## src/rtl/hb_pkg.sv

```systemverilog
package hb_pkg;

  typedef enum logic [1:0] {
    SP_MEM = 2'd0,
    SP_IO  = 2'd1,
    SP_CFG = 2'd2,
    SP_ROM = 2'd3
  } hb_space_e;

  typedef enum logic [1:0] {
    K_NONE  = 2'd0,
    K_FWD   = 2'd1,
    K_CADDR = 2'd2,
    K_CDATA = 2'd3
  } hb_kind_e;

  typedef enum logic [1:0] {
    ST_IDLE  = 2'd0,
    ST_ISSUE = 2'd1,
    ST_WAIT  = 2'd2
  } hb_state_e;

  // decode windows (inclusive bounds)
  localparam logic [31:0] MEMA_LO  = 32'h8000_0000;
  localparam logic [31:0] MEMA_HI  = 32'hFCFF_FFFF;
  localparam logic [31:0] MEMB_LO  = 32'hFD00_0000;
  localparam logic [31:0] MEMB_HI  = 32'hFDFF_FFFF;
  localparam logic [31:0] IOA_LO   = 32'hFE00_0000;
  localparam logic [31:0] IOA_HI   = 32'hFE00_FFFF;
  localparam logic [31:0] IOB_LO   = 32'hFE80_0000;
  localparam logic [31:0] IOB_HI   = 32'hFEBF_FFFF;
  localparam logic [31:0] IOB_BASE = 32'h0080_0000;
  localparam logic [31:0] CADR_LO  = 32'hFEC0_0000;
  localparam logic [31:0] CADR_HI  = 32'hFEDF_FFFF;
  localparam logic [31:0] CDAT_LO  = 32'hFEE0_0000;
  localparam logic [31:0] CDAT_HI  = 32'hFEEF_FFFF;

  localparam logic [23:0] SELF_TAG  = 24'h80_0000;
  localparam logic [5:0]  REG_CMDST = 6'h01;
  localparam logic [5:0]  REG_PWR   = 6'h1C;
  localparam logic [15:0] CMD_RST   = 16'h0006;
  localparam logic [15:0] STAT_RST  = 16'h0080;

  function automatic logic [31:0] hb_swap32(input logic [31:0] w);
    return {w[7:0], w[15:8], w[23:16], w[31:24]};
  endfunction

  function automatic logic [3:0] hb_rev4(input logic [3:0] b);
    return {b[0], b[1], b[2], b[3]};
  endfunction

endpackage

```

## src/rtl/hb_decode.sv

```systemverilog
module hb_decode
  import hb_pkg::*;
#(
  parameter int ROM_LOG2 = 20
) (
  input  logic [31:0] addr,
  output hb_kind_e    kind,
  output hb_space_e   space,
  output logic [31:0] xaddr
);
  localparam logic [31:0] ROM_MASK = (32'h1 << ROM_LOG2) - 32'h1;

  always_comb begin
    kind  = K_NONE;
    space = SP_MEM;
    xaddr = addr;
    if (&addr[31:ROM_LOG2]) begin
      kind  = K_FWD;
      space = SP_ROM;
      xaddr = addr & ROM_MASK;
    end else if (addr >= MEMA_LO && addr <= MEMA_HI) begin
      kind  = K_FWD;
      space = SP_MEM;
      xaddr = addr;
    end else if (addr >= MEMB_LO && addr <= MEMB_HI) begin
      kind  = K_FWD;
      space = SP_MEM;
      xaddr = addr - MEMB_LO;
    end else if (addr >= IOA_LO && addr <= IOA_HI) begin
      kind  = K_FWD;
      space = SP_IO;
      xaddr = addr - IOA_LO;
    end else if (addr >= IOB_LO && addr <= IOB_HI) begin
      kind  = K_FWD;
      space = SP_IO;
      xaddr = addr - IOB_LO + IOB_BASE;
    end else if (addr >= CADR_LO && addr <= CADR_HI) begin
      kind  = K_CADDR;
    end else if (addr >= CDAT_LO && addr <= CDAT_HI) begin
      kind  = K_CDATA;
    end
  end
endmodule

```

## src/rtl/hb_cfg_regs.sv

```systemverilog
module hb_cfg_regs
  import hb_pkg::*;
(
  input  logic        clk,
  input  logic        rst_n,
  input  logic        caddr_we,
  input  logic        cdata_we,
  input  logic [31:0] wdata,
  input  logic [3:0]  be,
  output logic [31:0] caddr_q,
  output logic        self_hit,
  output logic [31:0] hdr_rdata
);
  logic [31:0] caddr_d;
  logic [15:0] pwr1_q, pwr1_d;
  logic [7:0]  pwr2_q, pwr2_d;
  logic [31:0] wd_sw;
  logic [3:0]  be_sw;
  logic        pwr_we;

  assign wd_sw    = hb_swap32(wdata);
  assign be_sw    = hb_rev4(be);
  assign self_hit = (caddr_q[31:8] == SELF_TAG);
  assign pwr_we   = cdata_we && self_hit && (caddr_q[7:2] == REG_PWR);

  always_comb begin
    caddr_d = caddr_q;
    if (caddr_we) begin
      for (int i = 0; i < 4; i++) begin
        if (be_sw[i]) caddr_d[8*i +: 8] = wd_sw[8*i +: 8];
      end
    end
    pwr1_d = pwr1_q;
    pwr2_d = pwr2_q;
    if (pwr_we) begin
      if (be[0]) pwr1_d[7:0]  = wdata[7:0];
      if (be[1]) pwr1_d[15:8] = wdata[15:8];
      if (be[2]) pwr2_d       = wdata[23:16];
    end
  end

  always_comb begin
    case (caddr_q[7:2])
      REG_CMDST: hdr_rdata = {STAT_RST, CMD_RST};
      REG_PWR:   hdr_rdata = {8'h00, pwr2_q, pwr1_q};
      default:   hdr_rdata = 32'h0;
    endcase
  end

  always_ff @(posedge clk or negedge rst_n) begin
    if (!rst_n) begin
      caddr_q <= 32'hFFFF_FFFF;
      pwr1_q  <= 16'h0;
      pwr2_q  <= 8'h0;
    end else begin
      caddr_q <= caddr_d;
      pwr1_q  <= pwr1_d;
      pwr2_q  <= pwr2_d;
    end
  end
endmodule

```

## src/rtl/hb_bridge.sv

```systemverilog
module hb_bridge
  import hb_pkg::*;
#(
  parameter int ROM_LOG2 = 20
) (
  input  logic        clk,
  input  logic        rst_n,
  input  logic        cpu_req_valid,
  output logic        cpu_req_ready,
  input  logic        cpu_req_we,
  input  logic [31:0] cpu_req_addr,
  input  logic [31:0] cpu_req_wdata,
  input  logic [3:0]  cpu_req_be,
  output logic        cpu_rsp_valid,
  output logic [31:0] cpu_rsp_rdata,
  output logic        pci_req_valid,
  input  logic        pci_req_ready,
  output logic [1:0]  pci_req_space,
  output logic        pci_req_we,
  output logic [31:0] pci_req_addr,
  output logic [31:0] pci_req_wdata,
  output logic [3:0]  pci_req_be,
  input  logic        pci_rsp_valid,
  input  logic [31:0] pci_rsp_rdata,
  output logic [7:0]  cfg_bus,
  output logic [4:0]  cfg_dev,
  output logic [2:0]  cfg_func,
  output logic [5:0]  cfg_reg
);
  // reset: asserted asynchronously, released on the clock
  logic [1:0] rsync_q;
  logic       srst_n;
  always_ff @(posedge clk or negedge rst_n) begin
    if (!rst_n) rsync_q <= 2'b00;
    else        rsync_q <= {rsync_q[0], 1'b1};
  end
  assign srst_n = rsync_q[1];

  hb_kind_e    dec_kind;
  hb_space_e   dec_space;
  logic [31:0] dec_xaddr;
  logic [31:0] caddr_q, hdr_rdata;
  logic        self_hit, accept;

  hb_decode #(.ROM_LOG2(ROM_LOG2)) u_dec (
    .addr (cpu_req_addr),
    .kind (dec_kind),
    .space(dec_space),
    .xaddr(dec_xaddr)
  );

  hb_cfg_regs u_cfg (
    .clk      (clk),
    .rst_n    (srst_n),
    .caddr_we (accept && cpu_req_we && dec_kind == K_CADDR),
    .cdata_we (accept && cpu_req_we && dec_kind == K_CDATA),
    .wdata    (cpu_req_wdata),
    .be       (cpu_req_be),
    .caddr_q  (caddr_q),
    .self_hit (self_hit),
    .hdr_rdata(hdr_rdata)
  );

  hb_state_e   state_q, state_d;
  logic        rsp_v_q, rsp_v_d;
  logic [31:0] rsp_data_q, rsp_data_d;
  logic        req_ld, cfg_fwd;
  hb_space_e   space_q, space_d;
  logic        we_q, swap_q;
  logic [31:0] addr_q, addr_d, wdata_q, wdata_d;
  logic [3:0]  be_q, be_d;

  assign cpu_req_ready = srst_n && (state_q == ST_IDLE);
  assign accept        = cpu_req_valid && cpu_req_ready;
  assign cfg_fwd       = (dec_kind == K_CDATA);

  assign space_d = cfg_fwd ? SP_CFG : dec_space;
  assign addr_d  = cfg_fwd ? {caddr_q[31:2], 2'b00} : dec_xaddr;
  assign wdata_d = cfg_fwd ? hb_swap32(cpu_req_wdata) : cpu_req_wdata;
  assign be_d    = cfg_fwd ? hb_rev4(cpu_req_be) : cpu_req_be;

  always_comb begin
    state_d    = state_q;
    rsp_v_d    = 1'b0;
    rsp_data_d = rsp_data_q;
    req_ld     = 1'b0;
    unique case (state_q)
      ST_IDLE: begin
        if (accept) begin
          unique case (dec_kind)
            K_NONE: begin
              rsp_v_d    = 1'b1;
              rsp_data_d = 32'hFFFF_FFFF;
            end
            K_CADDR: begin
              rsp_v_d    = 1'b1;
              rsp_data_d = hb_swap32(caddr_q);
            end
            K_CDATA: begin
              if (self_hit) begin
                rsp_v_d    = 1'b1;
                rsp_data_d = hdr_rdata;
              end else begin
                state_d = ST_ISSUE;
                req_ld  = 1'b1;
              end
            end
            default: begin
              state_d = ST_ISSUE;
              req_ld  = 1'b1;
            end
          endcase
        end
      end
      ST_ISSUE: begin
        if (pci_req_ready) state_d = ST_WAIT;
      end
      ST_WAIT: begin
        if (pci_rsp_valid) begin
          rsp_v_d    = 1'b1;
          rsp_data_d = swap_q ? hb_swap32(pci_rsp_rdata) : pci_rsp_rdata;
          state_d    = ST_IDLE;
        end
      end
      default: state_d = ST_IDLE;
    endcase
  end

  always_ff @(posedge clk or negedge srst_n) begin
    if (!srst_n) begin
      state_q    <= ST_IDLE;
      rsp_v_q    <= 1'b0;
      rsp_data_q <= 32'h0;
      space_q    <= SP_MEM;
      we_q       <= 1'b0;
      swap_q     <= 1'b0;
      addr_q     <= 32'h0;
      wdata_q    <= 32'h0;
      be_q       <= 4'h0;
    end else begin
      state_q    <= state_d;
      rsp_v_q    <= rsp_v_d;
      rsp_data_q <= rsp_data_d;
      if (req_ld) begin
        space_q <= space_d;
        we_q    <= cpu_req_we;
        swap_q  <= cfg_fwd;
        addr_q  <= addr_d;
        wdata_q <= wdata_d;
        be_q    <= be_d;
      end
    end
  end

  assign cpu_rsp_valid = rsp_v_q;
  assign cpu_rsp_rdata = rsp_data_q;
  assign pci_req_valid = (state_q == ST_ISSUE);
  assign pci_req_space = space_q;
  assign pci_req_we    = we_q;
  assign pci_req_addr  = addr_q;
  assign pci_req_wdata = wdata_q;
  assign pci_req_be    = be_q;
  assign cfg_bus       = caddr_q[23:16];
  assign cfg_dev       = caddr_q[15:11];
  assign cfg_func      = caddr_q[10:8];
  assign cfg_reg       = caddr_q[7:2];
endmodule

```

## config.mk

```make
export PLATFORM = sky130hd
export DESIGN_NAME = hb_bridge
export DESIGN_NICKNAME = d
export VERILOG_FILES = /design/src/rtl/hb_pkg.sv /design/src/rtl/hb_decode.sv /design/src/rtl/hb_cfg_regs.sv /design/src/rtl/hb_bridge.sv
export SDC_FILE = /design/constraint.sdc
export NUM_CORES = 1
export LEC_CHECK = 0
export BUFFER_PORTS_ARGS = -buffer_cell sky130_fd_sc_hd__buf_4
export CAP_MARGIN = 0
export CELL_PAD_IN_SITES_DETAIL_PLACEMENT = 1
export CELL_PAD_IN_SITES_GLOBAL_PLACEMENT = 2
export CORE_MARGIN = 2
export CORE_UTILIZATION = 32
export CTS_BUF_LIST = sky130_fd_sc_hd__clkbuf_4
export CTS_CLUSTER_SIZE = 14
export DETAILED_ROUTE_END_ITERATION = 16
export GPL_TIMING_DRIVEN = 0
export PLACE_DENSITY_LB_ADDON = 0.1
export SLEW_MARGIN = 20
export SYNTH_ARGS = -nofsm -noshare
export SYNTH_HDL_FRONTEND = slang
export SYNTH_HIERARCHICAL = 1
export SYNTH_SLANG_ARGS = --single-unit
```

## constraint.sdc

```tcl
create_clock -name clk -period 6.2 [get_ports clk]
set_clock_uncertainty 0.1 [all_clocks]
set_input_delay 1.24 -clock clk [delete_from_list [all_inputs] [get_ports clk]]
set_output_delay 1.24 -clock clk [all_outputs]
set_load 0.05 [all_outputs]
```

==> flow_summary.json <==
{
  "worst_pin_slew_ps": 773,
  "synth_flop_cell": "dfrtp_1",
  "gp_congestion": 0.805,
  "hold_path.class": "register to async pin",
  "rsz0062_at_grt": "false",
  "h-tree-depth": 4,
  "start_util_pct": 32.7,
  "crit_path_end_kind": "register",
  "worstPathMaxFanout": 10,
  "synth-seq-area-share_pct": 42.8,
  "maxSlewViolCount": 0,
  "nFillCells": 3296,
  "dieHeight_um": 179,
  "syn-cell-area_um2": 9750,
  "area_growth_pct": 27.1,
  "grt_pass1_wl_um": 51600,
  "fin_hold_ws_ps": 199,
  "period_needed_ps": 5260,
  "setup_viol": 0,
  "clk-insertion-delay-late_ps": 600,
  "cts_hold_buf": 0,
  "p_leak_nw": 5.62,
  "drc": 0,
  "fin_nets": 1208,
  "drt-pass1-iter-count": 4,
  "synth_async_sr_flop_share_pct": 100,
  "avgSynthCellArea_um2": 11.7,
  "vias": 7744,
  "hold_viol": 0,
  "routedWlPerCell_um": 22.7,
  "clkTransAtPathRegs_ps": 180,
  "outcome": "finished clean",
  "setup_tns_ps": 0,
  "cp-start-kind": "input pin",
  "cts-buffers-inserted": 17,
  "grt_pass1_vias": 8038,
  "grt_overflow": 0,
  "dp_hpwl_um": 26900,
  "cap_violations": 0,
  "grt.total_usage_pct": 21.6,
  "chipWidth_um": 179,
  "antenna_left": 0,
  "ys_seq_elements": 165,
  "finalCritPeriodShare_pct": 84.8,
  "vdd_drop_max_uv": 143,
  "io_pins": 234,
  "rows": 63,
  "cts.sinks": 165,
  "powerDensity_nw_per_um2": 309,
  "clk_path_buf_depth": 2,
  "cts_setup_buffers": 0,
  "vias_per_cell": 5.17,
  "cts_tree": "done",
  "worstPathRequired_ps": 6570,
  "drt_wl_total_um": 34000,
  "maxSlewHeadroom_pct": 48.3,
  "ctsResizeCount": 0,
  "drive_gt1_share_pct": 46.1,
  "final_cell_mix": "260 x buf_4, 132 x dfrtp_1, 124 x mux2_2",
  "final_common_cell": "buf_4",
  "synth_edf_count": 0,
  "power_mw": 3.82,
  "core_area_um2": 29800,
  "initialDrtViolationCount": 381,
  "grt_max_degree": 50,
  "antenna_found_initial": 1,
  "syn_inst": 834,
  "port_buffers": 232,
  "cts-root-buf": "clkbuf_4",
  "crit_type": "input pin to register",
  "die_area_um2": 31900,
  "max_freq_ghz": 0.190,
  "arrival_ps": 5630,
  "yosysWarnings": 6,
  "synth_cell_types": 76
}
-- cells in the mapped netlist, drive strengths merged, types with 2 or more instances --
cell type	number	area share (%)
nand2b	2	0.13
or4	3	0.23
nand3	12	0.72
ha	7	0.90
o21ai	7	0.40
nand4	10	0.80
or3	4	0.28
conb	2	0.077
or4b	4	0.49
a31o	3	0.27
a21oi	3	0.15
mux2	189	22
nor4	15	2.2
nor2	13	0.53
inv	16	0.62
o31ai	33	2.7
o211ai	33	2.5
and3	34	2.2
a211oi	34	2.6
buf	47	3.2
a21o	3	0.23
nor2b	20	1.3
or2	2	0.13
dfrtp	133	34
nor4b	2	0.18
nand2	19	0.78
a31oi	4	0.41
nor3	11	0.78
nor3b	6	0.51
mux2i	36	3.7
a32oi	2	0.18
and2	40	2.6
clkbuf	33	1.3
dfstp	32	8.6
a2111oi	2	0.44
-- power by group --
group          switching, mW  total [mW]  leakage (nW)  internal (mW)
combinational           1.16        1.69          3.52          0.539
sequential             0.158        1.46          1.96           1.30
clock                  0.477       0.666         0.153          0.190
-- stage by stage --
step	setup WS (ps)	util (%)	area [µm²]	std cells
after floorplan	1180	-	9770	841
after global placement	350	40.3	12000	1463
after detailed placement	358	40.5	12100	1466
after CTS	957	41.6	12400	1498
after global routing	669	41.6	12400	1499
final	939	41.6	12400	1499
-- critical path, cell delays in order --
cell,delay (ps)
buf_4,140
inv_1,150
ha_1,240
inv_1,110
o21ai_0,230
a311oi_1,180
o211a_1,310
or2_1,250
a2111oi_2,240
buf_2,270
nand2_1,250
clkbuf_1,400
nor2_1,170
or4b_4,540
nor4_4,500
mux2_2,410
-- routing by layer --
layer  vias to the layer above  global-route usage [%]  routed length, µm
li1                       3615                       -                  -
met1                      3934                    32.3              16900
met2                       184                    33.1              15200
met3                        11                    3.82               1590
met4                         0                    3.39                270
met5                         -                       0                  0
-- flip-flops by register name, indices dropped and copies added, names as in the netlist --
name,flops
pci_req_wdata,32
cpu_rsp_rdata,32
swap_q,1
pci_req_addr,32
pci_req_space,2
rsync_q,2
u_cfg/pwr1_q,16
pci_req_be,4
u_cfg/caddr_q,32
pci_req_we,1
u_cfg/pwr2_q,8
cpu_rsp_valid,1
state_q,2
-- logic make-up after synthesis --
family	synth area share, %
muxes	25.5
and+or+nand+nor	14.1
DFF	42.8
AOI/OAI and AO/OA	11.3
buffers and inverters	5.12
adders and majority gates	0.899
other	0.0771
xor gates and xnor gates	0.180
-- cell type report --
cell class              instances  area, µm²  area share, %
repair buffers                235       1820           14.7
multi-input cells             579       5100           41.2
well taps                     390        488           3.94
plain buffers                  80        435           3.52
clock inverters                14        165           1.33
flip-flops and latches        165       4170           33.7
inverters                      17       63.8          0.515
diodes                          1       2.50         0.0202
clock buffers                  18        135           1.09
-- path summary, 6_finish.rpt --
kind / from / endpoint / slack (ps) / cells after the start
hold / removal: rsync_q[1] / pci_req_wdata[6] / 200 / 0
hold reg to reg: rsync_q[1] / pci_req_wdata[6] / 200 / 0
setup / recovery: cpu_req_addr[24] / u_cfg/pwr1_q[9] / 940 / 16
min in group clk: rsync_q[0] / rsync_q[1] / 280 / 0
setup reg to reg: rsync_q[1] / u_cfg/pwr1_q[9] / 2460 / 8
max in group asynchronous: rsync_q[1] / u_cfg/caddr_q[20] / 4840 / 2
Note: power is estimated with default switching activity, not from simulation.
